## src/rtl/dslot_pkg.sv

```systemverilog
package dslot_pkg;
  // Sequencer phase: normal flow, executing/annulled slot, or skip bubble.
  typedef enum logic [1:0] {
    PH_RUN    = 2'd0,
    PH_SLOT   = 2'd1,
    PH_BUBBLE = 2'd2
  } phase_t;
endpackage

```

## src/rtl/dslot_regfile.sv

```systemverilog
module dslot_regfile #(
  parameter int XLEN = 32,
  parameter int NREG = 16,
  localparam int RIDX = $clog2(NREG)
) (
  input  logic            clk,
  input  logic            we,
  input  logic [RIDX-1:0] waddr,
  input  logic [XLEN-1:0] wdata,
  input  logic [RIDX-1:0] ra_addr,
  output logic [XLEN-1:0] ra_data,
  input  logic [RIDX-1:0] rb_addr,
  output logic [XLEN-1:0] rb_data
);
  logic [XLEN-1:0] mem [NREG];

  // Plain write port without reset, so distributed RAM can be inferred.
  always_ff @(posedge clk) begin
    if (we && (waddr != '0)) mem[waddr] <= wdata;
  end

  assign ra_data = (ra_addr == '0) ? '0 : mem[ra_addr];
  assign rb_data = (rb_addr == '0) ? '0 : mem[rb_addr];
endmodule

```

## src/rtl/dslot_ctrl.sv

```systemverilog
module dslot_ctrl
  import dslot_pkg::*;
#(
  parameter int XLEN       = 32,
  parameter int INSN_BYTES = 4
) (
  input  logic            clk,
  input  logic            rst,
  input  logic            stall,
  input  logic            is_br,
  input  logic            is_link,
  input  logic            cond,
  input  logic            tgt_sel,
  input  logic            annul,
  input  logic            skip,
  input  logic [XLEN-1:0] imm_tgt,
  input  logic [XLEN-1:0] reg_tgt,
  output logic [XLEN-1:0] fetch_pc,
  output logic            exec_en,
  output logic            slot_err,
  output phase_t          phase,
  output logic            taken_q,
  output logic [XLEN-1:0] tgt_q,
  output logic            link_we,
  output logic [XLEN-1:0] link_val
);
  localparam logic [XLEN-1:0] STEP  = XLEN'(INSN_BYTES);
  localparam logic [XLEN-1:0] STEP2 = XLEN'(2 * INSN_BYTES);

  logic [XLEN-1:0] pc_q;
  logic [XLEN-1:0] seq_pc;
  logic            run_br;

  assign seq_pc = pc_q + STEP;
  assign run_br = (phase == PH_RUN) && is_br;

  // Link is written in the branch cycle itself, ahead of the slot.
  assign link_we  = !stall && run_br && is_link && cond;
  assign link_val = skip ? seq_pc : (pc_q + STEP2);

  always_ff @(posedge clk) begin
    if (rst) begin
      pc_q     <= '0;
      phase    <= PH_RUN;
      exec_en  <= 1'b1;
      slot_err <= 1'b0;
      taken_q  <= 1'b0;
      tgt_q    <= '0;
    end else if (!stall) begin
      unique case (phase)
        PH_RUN: begin
          pc_q <= seq_pc;
          if (is_br) begin
            tgt_q   <= tgt_sel ? reg_tgt : imm_tgt;
            taken_q <= cond;
            phase   <= skip ? PH_BUBBLE : PH_SLOT;
            exec_en <= !(skip || (annul && !cond));
          end
        end
        PH_SLOT: begin
          if (exec_en && is_br) slot_err <= 1'b1;
          pc_q    <= taken_q ? tgt_q : seq_pc;
          phase   <= PH_RUN;
          exec_en <= 1'b1;
        end
        PH_BUBBLE: begin
          // The skipped word is refetched when the branch falls through.
          pc_q    <= taken_q ? tgt_q : pc_q;
          phase   <= PH_RUN;
          exec_en <= 1'b1;
        end
        default: begin
          phase   <= PH_RUN;
          exec_en <= 1'b1;
        end
      endcase
    end
  end

  assign fetch_pc = pc_q;
endmodule

```

## src/rtl/dslot_seq.sv

```systemverilog
module dslot_seq
  import dslot_pkg::*;
#(
  parameter int XLEN       = 32,
  parameter int NREG       = 16,
  parameter int LINK_IDX   = 1,
  parameter int INSN_BYTES = 4,
  localparam int RIDX      = $clog2(NREG)
) (
  input  logic            clk,
  input  logic            rst,
  input  logic            stall,
  input  logic            is_br,
  input  logic            is_link,
  input  logic            cond,
  input  logic            tgt_sel,
  input  logic            annul,
  input  logic            skip,
  input  logic [XLEN-1:0] imm_tgt,
  input  logic [RIDX-1:0] tgt_reg,
  input  logic            wr_en,
  input  logic [RIDX-1:0] wr_reg,
  input  logic [XLEN-1:0] wr_data,
  input  logic [RIDX-1:0] rd_reg,
  output logic [XLEN-1:0] rd_data,
  output logic [XLEN-1:0] fetch_pc,
  output logic            exec_en,
  output logic            slot_err
);
  phase_t          phase;
  logic            taken_q;
  logic [XLEN-1:0] tgt_q;
  logic            link_we;
  logic [XLEN-1:0] link_val;
  logic [XLEN-1:0] reg_tgt;
  logic            alu_we;
  logic            rf_we;
  logic [RIDX-1:0] rf_waddr;
  logic [XLEN-1:0] rf_wdata;

  dslot_ctrl #(.XLEN(XLEN), .INSN_BYTES(INSN_BYTES)) u_ctrl (
    .clk(clk), .rst(rst), .stall(stall),
    .is_br(is_br), .is_link(is_link), .cond(cond), .tgt_sel(tgt_sel),
    .annul(annul), .skip(skip), .imm_tgt(imm_tgt), .reg_tgt(reg_tgt),
    .fetch_pc(fetch_pc), .exec_en(exec_en), .slot_err(slot_err),
    .phase(phase), .taken_q(taken_q), .tgt_q(tgt_q),
    .link_we(link_we), .link_val(link_val)
  );

  // Branches never write through the ALU port; bubbles are already suppressed.
  assign alu_we   = wr_en && !stall && exec_en && !is_br && (phase != PH_BUBBLE);
  assign rf_we    = link_we || alu_we;
  assign rf_waddr = link_we ? RIDX'(LINK_IDX) : wr_reg;
  assign rf_wdata = link_we ? link_val : wr_data;

  dslot_regfile #(.XLEN(XLEN), .NREG(NREG)) u_rf (
    .clk(clk), .we(rf_we), .waddr(rf_waddr), .wdata(rf_wdata),
    .ra_addr(tgt_reg), .ra_data(reg_tgt),
    .rb_addr(rd_reg), .rb_data(rd_data)
  );
endmodule

```

## config.mk

```make
export PLATFORM = sky130hd
export DESIGN_NAME = dslot_seq
export DESIGN_NICKNAME = d
export VERILOG_FILES = /design/src/rtl/dslot_pkg.sv /design/src/rtl/dslot_regfile.sv /design/src/rtl/dslot_ctrl.sv /design/src/rtl/dslot_seq.sv
export SDC_FILE = /design/constraint.sdc
export NUM_CORES = 1
export LEC_CHECK = 0
export BUFFER_PORTS_ARGS = -buffer_cell sky130_fd_sc_hd__buf_2
export CORE_ASPECT_RATIO = 1.75
export CORE_MARGIN = 1.5
export CORE_UTILIZATION = 51
export DETAILED_ROUTE_END_ITERATION = 7
export PLACE_DENSITY_LB_ADDON = 0.2
export SLEW_MARGIN = 15
export SYNTH_ARGS = -nofsm -noshare
export SYNTH_HDL_FRONTEND = slang
export SYNTH_HIERARCHICAL = 1
export SYNTH_SLANG_ARGS = --single-unit
export TNS_END_PERCENT = 10
```

## constraint.sdc

```tcl
create_clock -name clk -period 8.2 [get_ports clk]
set_clock_uncertainty 0.1 [all_clocks]
set_input_delay 1.64 -clock clk [delete_from_list [all_inputs] [get_ports clk]]
set_output_delay 1.64 -clock clk [all_outputs]
set_load 0.01 [all_outputs]
```

* Yosys cells after proc, flatten, opt, wreduce, memory -nomap -nowiden *
Memory sizes are Yosys's and may differ from the RTL's.
Cells that the tools add are included.

storage, ports and cells
  bits in registers = 69
  memory bits (writable) = 512
  input port bits = 86
  output and inout bits = 66
  word-level logic and storage cells = 57
  memories kept = 1

memories
  memory    words  width  read ports  clocked after Yosys merged registers in  wr ports  RTL line             source
  u_rf.mem  16     32     2           0                                        1         dslot_regfile.sv:15  logic [XLEN-1:0] mem [NREG];

operators by class
  $add $sub $neg = 2
  equal/unequal tests = 5
  mux-type cells = 16
  bitwise gates (word level) = 1
  reductions and logical operators = 26

operators with widths
  kind                                                              count
  32-bit two-way mux                                                7
  32-bit case mux with 3 select lines                               1
  32-bit by 3-bit adder with 32-bit output (second input constant)  1
  32-bit by 4-bit adder with 32-bit output (second input constant)  1
  1-bit logical AND                                                 11
  3-bit AND reduction                                               3
  4-bit zero test                                                   2
  2-bit two-way mux                                                 3
  1-bit zero test                                                   4
  1-bit two-way mux                                                 4
  4-bit two-way mux                                                 1
  2-bit != test (second input constant)                             2
  4-bit nonzero test                                                1
  3-bit nonzero test                                                1
  2-bit by 1-bit == test with 1-bit output (second input constant)  1
  2-bit == test (second input constant)                             1
  2-bit zero test                                                   1
  1-bit logical OR                                                  2
  2-bit by 1-bit != test with 1-bit output (second input constant)  1
  2-bit AND reduction                                               1
  1-bit inverter                                                    1

* Logic depth before layout (Yosys ltp) *
  depth in word-level cells = 10
  gate-level depth with buffers = 11

* By module *
Netlist, hierarchy kept.

by module, submodules not included
  module         times used  cells each  area an instance (µm²)
  dslot_regfile  1           1169        22028.6
  dslot_ctrl     1           533         4302.9
  dslot_seq      1           43          565.5

* Least setup slack after synthesis *
No wires, ideal clock.

  path kind = input-to-reg
  start = input is_br
  end = memory u_rf.mem[8][0] (enable)
  library setup time = 0.461 ns
  arrival = 5.349 ns
  setup slack = 2.289 ns
  cell stages on the path = 10
  path buffers = 4
  cell sequence = nor2b_1 > and2_1 > clkbuf_1 > clkbuf_1 > and3_1 > buf_6 > buf_6 > nor2b_1 > nand3b_1 > nor3_1

between the ends
  cells in the longest elaborated chain, start to end = 9
  elaborated cells between the ends (all ways) = 13

ends and longest elaborated chain
  what                                     RTL line             source
  from (decl)                              dslot_seq.sv:13      input logic is_br,
  1-bit logical AND *                      dslot_ctrl.sv:35     assign run_br = (phase == PH_RUN) && is_br;
  1-bit logical AND * (3 in series)        dslot_ctrl.sv:38     assign link_we = !stall && run_br && is_link && cond;
  named net link_we                        dslot_seq.sv:33      logic link_we;
  4-bit two-way mux *                      dslot_seq.sv:53      assign rf_waddr = link_we ? RIDX'(LINK_IDX) : wr_reg;
  named net rf_waddr[2]                    dslot_seq.sv:38      logic [RIDX-1:0] rf_waddr;
  4-bit nonzero test                       dslot_regfile.sv:19  if (we && (waddr != '0)) mem[waddr] <= wdata;
  1-bit logical AND                        dslot_regfile.sv:19
  1-bit two-way mux                        dslot_regfile.sv:19
  1-bit two-way mux (implied by the code)  dslot_regfile.sv:19
  to (decl)                                dslot_regfile.sv:15

The timed path passes the listed nets; every way through them passes the cells marked *.

* Final worst setup path *
  start = input rd_reg[0]
  end = output rd_data[9]

between the ends
  cells in the longest elaborated chain, start to end = 2
  elaborated cells between the ends (all ways) = 3

ends and longest elaborated chain
  what                                                          RTL line             source
  from (decl)                                                   dslot_seq.sv:24      input logic [RIDX-1:0] rd_reg,
  memory 16 x 32 bit / 4-bit zero test (equally long branches)  --
  32-bit two-way mux *                                          dslot_regfile.sv:23  assign rb_data = (rb_addr == '0) ? '0 : mem[rb_addr];
  to (decl)                                                     dslot_seq.sv:25      output logic [XLEN-1:0] rd_data,

Every way passes the cells marked *; elsewhere a longest branch is shown, timed or not.

==> impl_metrics.csv <==
group,metric,value,unit
yosys,syn_inst,1745,
clock_tree,holdBufCountCts,0,
placed_design,dpl_cell_area,0.0281,mm2
pwr,power_density,203,mW/mm2
placed_design,port-buffer-count,151,
routing,detailroute.via_count,17700,
routing,via_per_inst,6.90,
yosys,synth-async-reset-ratio,0,%
clock_tree,numCtsBuffers,50,
yosys,yosysMostFrequentCell,"edfxtp_1",
run_status,outcome,"finished, final reports clean",
grt,grt_pass1_wl,117000,um
timing,fin_setup_tns,0,ns
timing,relSlewSlack,23.7,%
layout,num-fill-cells,4111,
yosys,netlist_top_cells_area,"edfxtp_1, mux4_2, dfxtp_1",
timing,min_period,6.02,ns
routing,routed_wl,81200,um
yosys,synth-edff-count,480,
clock_tree,post_cts_buffers,0,
layout,area_growth,10.5,%
pwr,switching_share,23.3,%
grt,grt_start_max_net_pins,67,
routing,final_antenna_net_count,0,
layout,final_nets,1934,
worst_setup_path,start_kind,"input port",
layout,utilization,56.9,%
clock_tree,cts_buffer_depth,3,
routing,drt-pass1-iter-count,5,
clock_tree,cts.sinks,549,
pwr,vdd.ir_drop.worst,0.138,mV
worst_setup_path,worstPathArrival,4.28,ns
job,cap_violations,0,
floorplan,die_y,307,um
yosys,synth_seq_area_share,58.7,%
timing,fin_crit_sh,73.5,%
clock_tree,cts_tree,"yes",
timing,rsz0062_at_grt,"false",
pwr,seqPwrFrac,51.3,%
yosys,ys_top_cells_by_count,"edfxtp_1, mux4_2, mux2i_1, nor2_1, mux2_2",
yosys,synth.cell_area,0.0269,mm2
placed_design,hpwl,51000,um
layout,antenna_cells,0,
pwr,cell_internal_pwr,4620,uW
pwr,p_clk_share,39.2,%
worst_setup_path,end_kind,"primary output",
clock_tree,clk_latency,0.58,ns
yosys,ys_ff_latch,549,
yosys,yosys_warnings,6,
grt,grt_usage,29.9,%
grt,antenna_found_initial,3,
timing,worstMarginPinSlew,1.14,ns
routing,drc_errors,0,
timing,fmax,0.166,GHz
floorplan,die_w,177,um
floorplan,pin_count,152,
placed_design,gp_congestion,1.02,
worst_hold_path,holdCritPathClass,"reg -> reg",
worst_setup_path,critical_path_class,"in -> out",
placed_design,post-place-cells,2468,
timing,drv_slew,0,
worst_setup_path,worstPathRequired,6.46,ns
layout,drive_above_1_share,30.4,%
pwr,pwr-share-comb,9.5,%
worst_setup_path,path_max_fanout,63,
floorplan,rows,111,
yosys,yosys.area.top_type,"edfxtp_1",
timing,setup_viol,0,
yosys,synth.avg_cell_area,15.4,um2
pwr,power_leakage,0.00989,uW
clock_tree,cts.repair.resized,0,
layout,fin_area,0.0297,mm2
yosys,synth_cell_types,76,
routing,drt-initial-drc-count,1689,
yosys,ys.flop_type,"edfxtp_1",
clock_tree,cts_root_buffer,"clkbuf_16",
floorplan,die_area,0.0542,mm2
clock_tree,htree_levels,2,
pwr,power.total,6030,uW
yosys,syn-num-nets,1837,
yosys,yosysTopAreaCellShare,53.6,%
layout,stdcell_count,2559,
pwr,power_switching,1410,uW
timing,hold_violations,0,
grt,overflow,0,
routing,wl_per_cell,31.7,um
floorplan,coreArea,0.0522,mm2
grt,grt_pass1_vias,18000,
clock_tree,path_clk_slew,0.07,ns
floorplan,initial_core_util,51.5,%
==> stage by stage <==
stage,hold WS (ns),setup WS [ns]
finish,0.368,2.18
floorplan,0.326,2.29
global route,0.401,2.06
detailed placement,0.359,2.20
CTS,0.371,2.19
global placement,0.348,2.19
==> logic make-up after synthesis <==
logic type	after synthesis	share of synthesized area [%]
buffers and inverters	159	3.40
muxes	375	22.2
DFF	549	58.7
xor gates and xnor gates	29	0.944
adders and majority gates	6	0.279
AOI/OAI and AO/OA	311	8.46
and+or+nand+nor	316	5.96
==> metal layers <==
metal / global-route usage (%) / share of wire [%] / vias to the layer above
li1: - / - / 7337
met1: 37.3 / 36 / 9020
met2: 51.9 / 51 / 1052
met3: 3.97 / 8.3 / 241
met4: 13.2 / 4.6 / 4
met5: 0 / 0.031 / -
==> area by class of cell <==
cell class | count | area (um2) | share of cell area [%]
inverter | 12 | 45.0 | 0.152
timing repair buffer | 192 | 1100 | 3.69
clock buffer | 63 | 1320 | 4.45
clock inverter | 28 | 298 | 1.00
multi-input combinational | 1037 | 10300 | 34.7
tap | 678 | 848 | 2.86
sequential | 549 | 15800 | 53.2
==> cells in the final DEF, fill, tap and decap left out, types with 9 or more instances in the layout <==
master	netlist	final
a221oi_1	52	52
o221a_2	9	9
edfxtp_1	480	480
a221o_1	21	21
dfxtp_1	69	69
nor2_4	0	12
nand2_1	59	59
o22ai_1	36	36
inv_1	12	12
and2_1	10	10
o21ai_0	21	21
nor3_1	43	40
mux2_2	71	71
nor2_1	100	88
xnor2_1	24	24
clkinv_1	0	10
buf_4	28	42
a21oi_1	69	69
clkbuf_1	70	12
nand3_1	20	20
nand2b_1	11	11
mux4_2	161	161
clkbuf_16	0	51
a211oi_1	34	34
mux2i_1	118	118
mux2_4	25	25
nand4_1	14	14
buf_2	20	147
a22oi_1	31	31
==> power by group through the flow <==
| stage | clock network (uW) | logic (uW) | registers, uW |
|---|---|---|---|
| final | 2360 | 575 | 3090 |
| after global routing | 2490 | 605 | 3090 |
| after CTS | 2390 | 571 | 3090 |
| after detailed placement | 0 | 568 | 3150 |
| after global placement | 0 | 558 | 3150 |
| after floorplan | 0 | 381 | 3150 |
==> final timing paths <==
path,slack (ns),from,cells past startpoint,end
hold reg to reg,0.37,u_ctrl/tgt_q[18],2,u_ctrl/fetch_pc[18]
hold / removal,0.37,u_ctrl/tgt_q[18],2,u_ctrl/fetch_pc[18]
setup reg to reg,4.26,u_ctrl/phase[0],8,u_rf/mem[15][5]
setup / recovery,2.18,rd_reg[0],7,rd_data[9]
==> state kept, by name, summed over array words and instances, names as in the netlist <==
name             flops
u_ctrl/slot_err      1
u_ctrl/phase         2
u_ctrl/exec_en       1
u_ctrl/tgt_q        32
u_ctrl/taken_q       1
u_ctrl/fetch_pc     32
u_rf/mem           480
==> worst max-delay path, stage by stage <==
cell,delay (ns)
buf_8,0.49
nor2b_4,0.81
buf_4,0.41
a221oi_1,0.14
a221oi_1,0.32
o221a_2,0.28
buf_2,0.14
(Power assumes the default switching activity.)
